--- src/rtl/qpsk_ser_pkg.sv ---
package qpsk_ser_pkg;

  localparam int DIBIT_BITS = 2;

  // Select decode: bit order matters, a neighbour drives it.
  typedef enum logic [1:0] {
    ROT_0   = 2'b00,
    ROT_180 = 2'b01,
    ROT_90  = 2'b10,
    ROT_270 = 2'b11
  } rot_sel_e;

  typedef struct packed {
    logic b1;
    logic b2;
  } dibit_t;

endpackage

--- src/rtl/qpsk_dibit_fix.sv ---
module qpsk_dibit_fix
  import qpsk_ser_pkg::*;
(
  input  dibit_t   rx,
  input  rot_sel_e sel,
  output dibit_t   fixed
);

  // Undo a quadrant rotation of the Gray-coded constellation.
  always_comb begin
    unique case (sel)
      ROT_0:   fixed = rx;
      ROT_90:  fixed = '{b1: rx.b2,  b2: ~rx.b1};
      ROT_180: fixed = '{b1: ~rx.b1, b2: ~rx.b2};
      ROT_270: fixed = '{b1: ~rx.b2, b2: rx.b1};
      default: fixed = rx;
    endcase
  end

endmodule

--- src/rtl/qpsk_slot_ctr.sv ---
module qpsk_slot_ctr #(
  parameter int SLOTS = 2
) (
  input  logic clk,
  input  logic rst_n,
  input  logic clr,
  output logic first_slot
);

  localparam int SW = (SLOTS > 1) ? $clog2(SLOTS) : 1;
  localparam logic [SW-1:0] LAST = SW'(SLOTS - 1);

  logic [SW-1:0] slot_q, slot_d;

  always_comb begin
    if (clr || slot_q == LAST) slot_d = '0;
    else                       slot_d = slot_q + SW'(1);
  end

  always_ff @(posedge clk or negedge rst_n) begin
    if (!rst_n) slot_q <= '0;
    else        slot_q <= slot_d;
  end

  assign first_slot = (slot_q == '0);

endmodule

--- src/rtl/qpsk_p2s.sv ---
module qpsk_p2s #(
  parameter int SLOTS = 2
) (
  input  logic             clk,
  input  logic             rst_n,
  input  logic             clr,
  input  logic             load,
  input  logic [SLOTS-1:0] word,
  output logic             ser_out
);

  logic             ser_q, ser_d;
  logic [SLOTS-1:0] rest_q, rest_d;

  // MSB of word leaves first; the remainder shifts up behind it.
  always_comb begin
    ser_d  = ser_q;
    rest_d = rest_q;
    if (clr) begin
      ser_d  = 1'b0;
      rest_d = '0;
    end else if (load) begin
      ser_d  = word[SLOTS-1];
      rest_d = {word[SLOTS-2:0], 1'b0};
    end else begin
      ser_d  = rest_q[SLOTS-1];
      rest_d = {rest_q[SLOTS-2:0], 1'b0};
    end
  end

  always_ff @(posedge clk or negedge rst_n) begin
    if (!rst_n) begin
      ser_q  <= 1'b0;
      rest_q <= '0;
    end else begin
      ser_q  <= ser_d;
      rest_q <= rest_d;
    end
  end

  assign ser_out = ser_q;

endmodule

--- src/rtl/qpsk_dibit_serializer.sv ---
module qpsk_dibit_serializer
  import qpsk_ser_pkg::*;
(
  input  logic       clk,
  input  logic       rst_n,
  input  logic       clr,
  input  logic       ch1_sign,
  input  logic       ch2_sign,
  input  logic [1:0] rot_sel,
  output logic       ser_out
);

  localparam int SLOTS = DIBIT_BITS;

  logic   first_slot;
  logic   load;
  dibit_t rx_pair;
  dibit_t fixed_pair;

  assign rx_pair = '{b1: ch1_sign, b2: ch2_sign};

  qpsk_slot_ctr #(.SLOTS(SLOTS)) u_slot (
    .clk        (clk),
    .rst_n      (rst_n),
    .clr        (clr),
    .first_slot (first_slot)
  );

  qpsk_dibit_fix u_fix (
    .rx    (rx_pair),
    .sel   (rot_sel_e'(rot_sel)),
    .fixed (fixed_pair)
  );

  assign load = first_slot && !clr;

  qpsk_p2s #(.SLOTS(SLOTS)) u_p2s (
    .clk     (clk),
    .rst_n   (rst_n),
    .clr     (clr),
    .load    (load),
    .word    (fixed_pair),
    .ser_out (ser_out)
  );

endmodule

--- config.mk ---
export PLATFORM = sky130hd
export DESIGN_NAME = qpsk_dibit_serializer
export DESIGN_NICKNAME = d
export VERILOG_FILES = /design/src/rtl/qpsk_ser_pkg.sv /design/src/rtl/qpsk_dibit_fix.sv /design/src/rtl/qpsk_slot_ctr.sv /design/src/rtl/qpsk_p2s.sv /design/src/rtl/qpsk_dibit_serializer.sv
export SDC_FILE = /design/constraint.sdc
export NUM_CORES = 1
export LEC_CHECK = 0
export BUFFER_PORTS_ARGS = -buffer_cell sky130_fd_sc_hd__buf_2
export CORE_AREA = 10 10 47 49
export CTS_CLUSTER_DIAMETER = 120
export DETAILED_ROUTE_END_ITERATION = 12
export DIE_AREA = 0 0 57 59
export PLACE_DENSITY_LB_ADDON = 0.1
export SLEW_MARGIN = 20
export SYNTH_ARGS = -nofsm -noshare
export SYNTH_HDL_FRONTEND = slang
export SYNTH_SLANG_ARGS = --single-unit
--- constraint.sdc ---
create_clock -name clk -period 1.2 [get_ports clk]
set_input_delay 0.06 -clock clk [delete_from_list [all_inputs] [get_ports clk]]
set_output_delay 0.06 -clock clk [all_outputs]
set_load 0.01 [all_outputs]
==> results of run 1 <==
-- metrics by stage --
| stage | hold WS (ps) | setup slack, ps |
|---|---|---|
| after floorplan | -235.6 | 343.2 |
| after global placement | -139.3 | 313.7 |
| after detailed placement | -140.4 | 304.6 |
| after CTS | 38.54 | 316.0 |
| after global routing | 54.27 | 275.9 |
| final | 45.54 | 309.9 |
-- layout make-up --
| cell class | count | area share (%) |
|---|---|---|
| Timing Repair Buffer | 8 | 18.85 |
| Multi-Input combinational cell | 11 | 30.37 |
| Clock buffer | 4 | 10.99 |
| Sequential cell | 3 | 31.41 |
| Tap cell | 16 | 8.377 |
-- worst max-delay path by stage --
stage,cells past startpoint,startpoint,to,slack [ps]
after floorplan,2,u_slot.slot_q,u_p2s.ser_out,340
after global placement,4,rot_sel[1],u_p2s.ser_out,310
after detailed placement,4,rot_sel[1],u_p2s.ser_out,300
after CTS,2,u_slot.slot_q,u_p2s.ser_out,320
after global routing,2,u_slot.slot_q,u_p2s.ser_out,280
final,2,u_slot.slot_q,u_p2s.ser_out,310
-- registers in the layout (all words and copies together) (netlist names) --
| register | cells |
|---|---|
| u_p2s.ser_out | 1 |
| u_p2s.rest_q | 1 |
| u_slot.slot_q | 1 |
-- metal layers --
metal  GRT usage (%)  wire length (um)
met5               0                 0
met4           5.034                22
met3           3.004                47
met2           3.101               143
met1           2.622               183
-- cells in the mapped netlist (all sizes together) --
master  count
dfrtp       3
nor2        2
a21boi      1
a221o       1
and2        1
mux2i       1
nor2b       1
nor3b       1
nor4        1
o21ai       1
or3         1
-- repair_timing --
action,CTS,global route
hold buffers,1,0
gates resized for setup,0,0
hold endpoints to repair,3,0
buffers inserted,0,0
-- report_power, final --
group / switching [W] / internal [W]
logic: 0.0000181 / 0.0000216
registers: 0.00000302 / 0.000109
clock network: 0.0000498 / 0.000124
-- kinds of logic after synthesis --
| logic type | synth area share, % |
|---|---|
| DFF | 50.85 |
| AOI/OAI and AO/OA | 15.25 |
| muxes | 6.780 |
| and+or+nand+nor | 27.13 |
==> impl_metrics.csv, run 1 <==
group,metric,value,unit
synth,synth_top_area_cell,"dfrtp_1",
finish,final_cells,42,
pwr,total_power,0.0003257,W
hold_path,hp-class,"primary input to flop",
critical_path,r2r-start,"u_slot.slot_q",
synth,yosysTopAreaCellShare,50.85,%
critical_path,end_kind,"flop",
pwr,power_density,1363,nW/um^2
drt,first_pass_iters,1,
global_route,overflow,0,
critical_path,reg2regPathDepth,2,
clock_network,numCtsBuffers,3,
sta,rsz0062_at_grt,"false",
hold_path,hold_path_end,"u_slot.slot_q",
pwr,power_leakage,0.1126,nW
clock_network,root_buffer,"clkbuf_4",
drt,drc,0,
synth,ys_ff_latch,3,
placed_design,place.gp.congestion,0.6112,
synth,syn_area,147.6,um^2
synth,synthCells,14,
synth,yosysWarnings,0,
critical_path,crit_chain,"nor3b_1, a221o_1",
placed_design,io_buffer_count,7,
sta,fin_crit,890.1,ps
floorplan,initial_core_util,10.54,%
drt,drt-total-wl,396,um
critical_path,crit_slowest_cell,"dfrtp_1",
floorplan,die_w,57,um
clock_network,clock_latency,230,ps
global_route,grt_pass1_wl,676,um
floorplan,die_h,59,um
critical_path,reg2reg_to,"u_p2s.ser_out",
clock_network,cts.sinks,3,
synth,synth-seq-area-share,50.85,%
critical_path,critPathTopFamily,"flip-flops",
finish,fillers,166,
finish,final_util,17.05,%
sta,slew_headroom,84.46,%
synth,synthTopCellsByArea,"dfrtp_1 51%, a221o_1 6.8%, mux2i_1 6.8%, a21boi_1 5.1%, nor2_1 5.1%",
global_route,gr-usage-all-layers,3.072,%
floorplan,rows,14,
job,maxCapViolCount,0,
sta,finalHoldViolations,0,
finish,regArea,75.07,um^2
finish,diodes,0,
floorplan,io_pins,8,
drt,drt.antenna.violating_nets,0,
sta,maxSlewViolCount,0,
critical_path,worst-path-buf-inv,0,
sta,tns,0,ps
finish,multi_input_area,72.57,um^2
critical_path,cp.arrival,1000,ps
pwr,ir_worst_vdd,0.4142,mV
drt,vias_per_cell,3.762,
synth,syn_area_per_cell,10.55,um^2
critical_path,critical_path_class,"flop to flop",
critical_path,cp-start-kind,"flop",
floorplan,coreArea,1401,um^2
clock_network,path_clk_slew,40,ps
sta,skew,1.028,ps
drt,num_vias,158,
finish,area_growth,61.86,%
sta,tightest_slew,226.6,ps
critical_path,r2r_slack,310,ps
hold_path,hold_depth,2,
hold_path,min-delay-start,"clr",
clock_network,cts_tree,"yes",
placed_design,placed_area,202.7,um^2
critical_path,worstPathMaxFanout,4,
placed_design,dp_hpwl,342.3,um
drt,wl_per_cell,9.429,um
outcome,status,"complete, no violations",
synth,synthesis.nets,21,
clock_network,h-tree-depth,1,
global_route,grt_pass1_vias,169,
finish,layout_common_cells,"7 x buf_2, 3 x clkbuf_4, 3 x dfrtp_1",
drt,drtIter0Drc,0,
critical_path,critical_path.max_stage_delay,370,ps
floorplan,die-area,3363,um^2
synth,synth_cell_types,11,
sta,fmax,1124,MHz
global_route,grt_max_degree,5,
finish,design_area,239.0,um^2
critical_path,worstPathRequired,1310,ps
sta,setup_viol,0,
clock_network,cts.path.max_buffers,2,
global_route,antenna_found_initial,0,
finish,drive_above_1_share,38.46,%
finish,nets,34,
placed_design,place_inst,37,
finish,final_common_cell,"buf_2",
sta,period_share,74.17,%
Power figures use the tool's default switching activity.
==> run 2: changes to the inputs <==
Settings changed: ABC_AREA from default to 1.
Clock period 1.2 ns to 0.8 ns, I/O delays scaled along.
==> impl_metrics.csv, run 2 <==
group,metric,value,unit
global_route,grt_pass1_vias,199,
placed_design,place_inst,48,
global_route,grt_use_met2,4.341,%
finish,multi_input_area,68.82,um^2
clock_network,clock_latency,240,ps
synth,synthMuxAreaShare,0,%
floorplan,die_h,59,um
sta,fmax,1309,MHz
synth,synth_top_family_by_area,"simple AND/OR/NAND/NOR gates",
finish,final_util,18.66,%
sta,finalHoldViolations,0,
floorplan,rows,14,
job,maxCapViolCount,0,
clock_network,h-tree-depth,1,
finish,nets,45,
placed_design,place.gp.congestion,0.6376,
clock_network,path_clk_slew,40,ps
outcome,status,"complete, no violations",
critical_path,critical_path_class,"flop to primary output",
critical_path,critical_path.max_stage_delay,350,ps
finish,diodes,0,
sta,slew_headroom,89.64,%
global_route,antenna_found_initial,0,
clock_network,numCtsBuffers,3,
synth,synth_top_area_cell,"dfrtp_1",
pwr,power_density,1958,nW/um^2
clock_network,root_buffer,"clkbuf_4",
hold_path,min-delay-start,"clr",
sta,fin_crit,764.0,ps
pwr,ir_worst_vdd,0.6183,mV
synth,synthesis.nets,32,
critical_path,cp-start-kind,"flop",
critical_path,crit_slowest_cell,"dfrtp_1",
drt,drtIter0Drc,1,
hold_path,hold_path_end,"u_slot.slot_q",
synth,ys_top_cells_by_count,"7 x inv_1, 7 x nand2_1, 3 x dfrtp_1",
critical_path,reg2reg_to,"u_p2s.rest_q[1]",
drt,drc,0,
sta,tightest_slew,153.8,ps
finish,design_area,261.5,um^2
synth,synth-compound-area-share,11.94,%
sta,period_share,95.50,%
placed_design,place_ws,49.32,ps
critical_path,worstPathRequired,760,ps
floorplan,coreArea,1401,um^2
floorplan,die_w,57,um
finish,final_common_cell,"buf_2",
critical_path,r2r-start,"u_slot.slot_q",
drt,vias_per_cell,3.377,
synth,async_flop_share,100.0,%
synth,yosysWarnings,0,
floorplan,io_pins,8,
synth,syn_area,167.7,um^2
finish,fillers,169,
synth,synth_ff_type,"dfrtp_1",
finish,regArea,75.07,um^2
critical_path,cp.arrival,720,ps
finish,final_cells,53,
finish,layout_common_cells,"7 x buf_2, 6 x nand2_1, 5 x inv_1",
synth,synthTopCellsByArea,"dfrtp_1 45%, inv_1 16%, nand2_1 16%, nand3_1 6.0%, o21ai_0 6.0%",
pwr,power_leakage,0.1528,nW
drt,drt.antenna.violating_nets,0,
drt,num_vias,179,
synth,synthXorXnorAreaFrac,0,%
global_route,grt_use_met1,2.485,%
finish,area_growth,55.97,%
placed_design,dp_hpwl,362.1,um
synth,synth-seq-area-share,44.78,%
critical_path,worstPathMaxFanout,1,
synth,syn_area_per_cell,6.706,um^2
sta,setup_viol,0,
drt,wl_per_cell,8.264,um
clock_network,cts.path.max_buffers,2,
critical_path,end_kind,"primary output",
clock_network,cts_tree,"yes",
critical_path,worst-path-buf-inv,1,
floorplan,die-area,3363,um^2
synth,yosysTopAreaCellShare,44.78,%
placed_design,placed_area,222.7,um^2
sta,maxSlewViolCount,0,
sta,worst_slack,36.01,ps
critical_path,reg2regPathDepth,5,
clock_network,post_cts_buffers,0,
synth,yosys.area_share.simple,27.61,%
global_route,overflow,0,
global_route,top_usage_layer,"met4",
synth,synthCells,25,
synth,synth_cell_types,9,
floorplan,initial_core_util,11.96,%
critical_path,crit_chain,"buf_2",
drt,first_pass_iters,2,
synth,synth_fa_ha_area_share,0,%
finish,drive_above_1_share,35.14,%
global_route,grt_pass1_wl,765,um
synth,synth-edff-count,0,
hold_path,hold_depth,4,
sta,skew,3.581,ps
placed_design,io_buffer_count,7,
global_route,use_met3,2.361,%
critical_path,critPathTopFamily,"flip-flops",
synth,ys_ff_latch,3,
global_route,gr-usage-all-layers,3.366,%
critical_path,r2r_slack,70,ps
drt,drt-total-wl,438,um
global_route,grt_max_degree,6,
hold_path,hp-class,"primary input to flop",
clock_network,cts.sinks,3,
-- run 2: changes by cell type after synthesis, sizes merged, moves of 2 or more --
cell / previous run / this run
nand2: 0 / 7
o21ai: 1 / 3
nand3: 0 / 2
inv: 0 / 7
-- run 2: cells by family after synthesis --
| family | count (synthesis) |
|---|---|
| flops | 3 |
| compound gates | 4 |
| simple gates | 11 |
| buf+inv | 7 |
-- run 2: layout make-up --
class,instances,area share [%]
inverter,7,10.05
timing repair buffer,8,17.22
multi-input combinational,15,26.32
clock buffer,4,10.05
tap,16,7.655
sequential,3,28.71
-- run 2: per-stage QoR --
step                      hold slack, ps  total power [W]  TNS, ps
after global routing               70.30        0.0005595   -11.34
final                              49.57        0.0005119        0
after detailed placement          -160.3        0.0002361        0
after floorplan                   -255.6        0.0002023        0
after CTS                          54.69        0.0005221        0
after global placement            -163.4        0.0002331        0
-- run 2: layer usage --
metal / up-vias / part of all wire (%)
met4: 0 / 0
met3: 0 / 6.8
li1: 97 / -
met5: - / 0
met2: 7 / 54
met1: 75 / 39
-- run 2: worst max path at each step --
stage,depth (start not counted),endpoint,from
4_1_cts,1,ser_out,u_p2s.ser_out
3_3_place_gp,5,u_p2s.rest_q[1],u_slot.slot_q
2_1_floorplan,5,u_p2s.rest_q[1],u_slot.slot_q
5_1_grt,5,u_p2s.rest_q[1],u_slot.slot_q
3_5_place_dp,5,u_p2s.rest_q[1],u_slot.slot_q
6_report,1,ser_out,u_p2s.ser_out
-- run 2: tightest hold or removal path, stage by stage --
cell and delay (ps):
buf_2 70, inv_1 40, nand2_2 50, inv_2 30
-- run 2: timing repair --
item | 4_1_cts | 5_1_grt
endpoints found under the setup margin | 0 | 1
hold endpoints to repair | 3 | 0
hold buffers | 1 | 0
gates resized for setup | 0 | 4
-- run 2: power by group --
part	total (W)	switching [W]	internal, W
logic	0.0000731	0.0000398	0.0000332
clock network	0.000272	0.0000843	0.000187
registers	0.000167	0.00000342	0.000164
total	0.000512	0.000128	0.000384
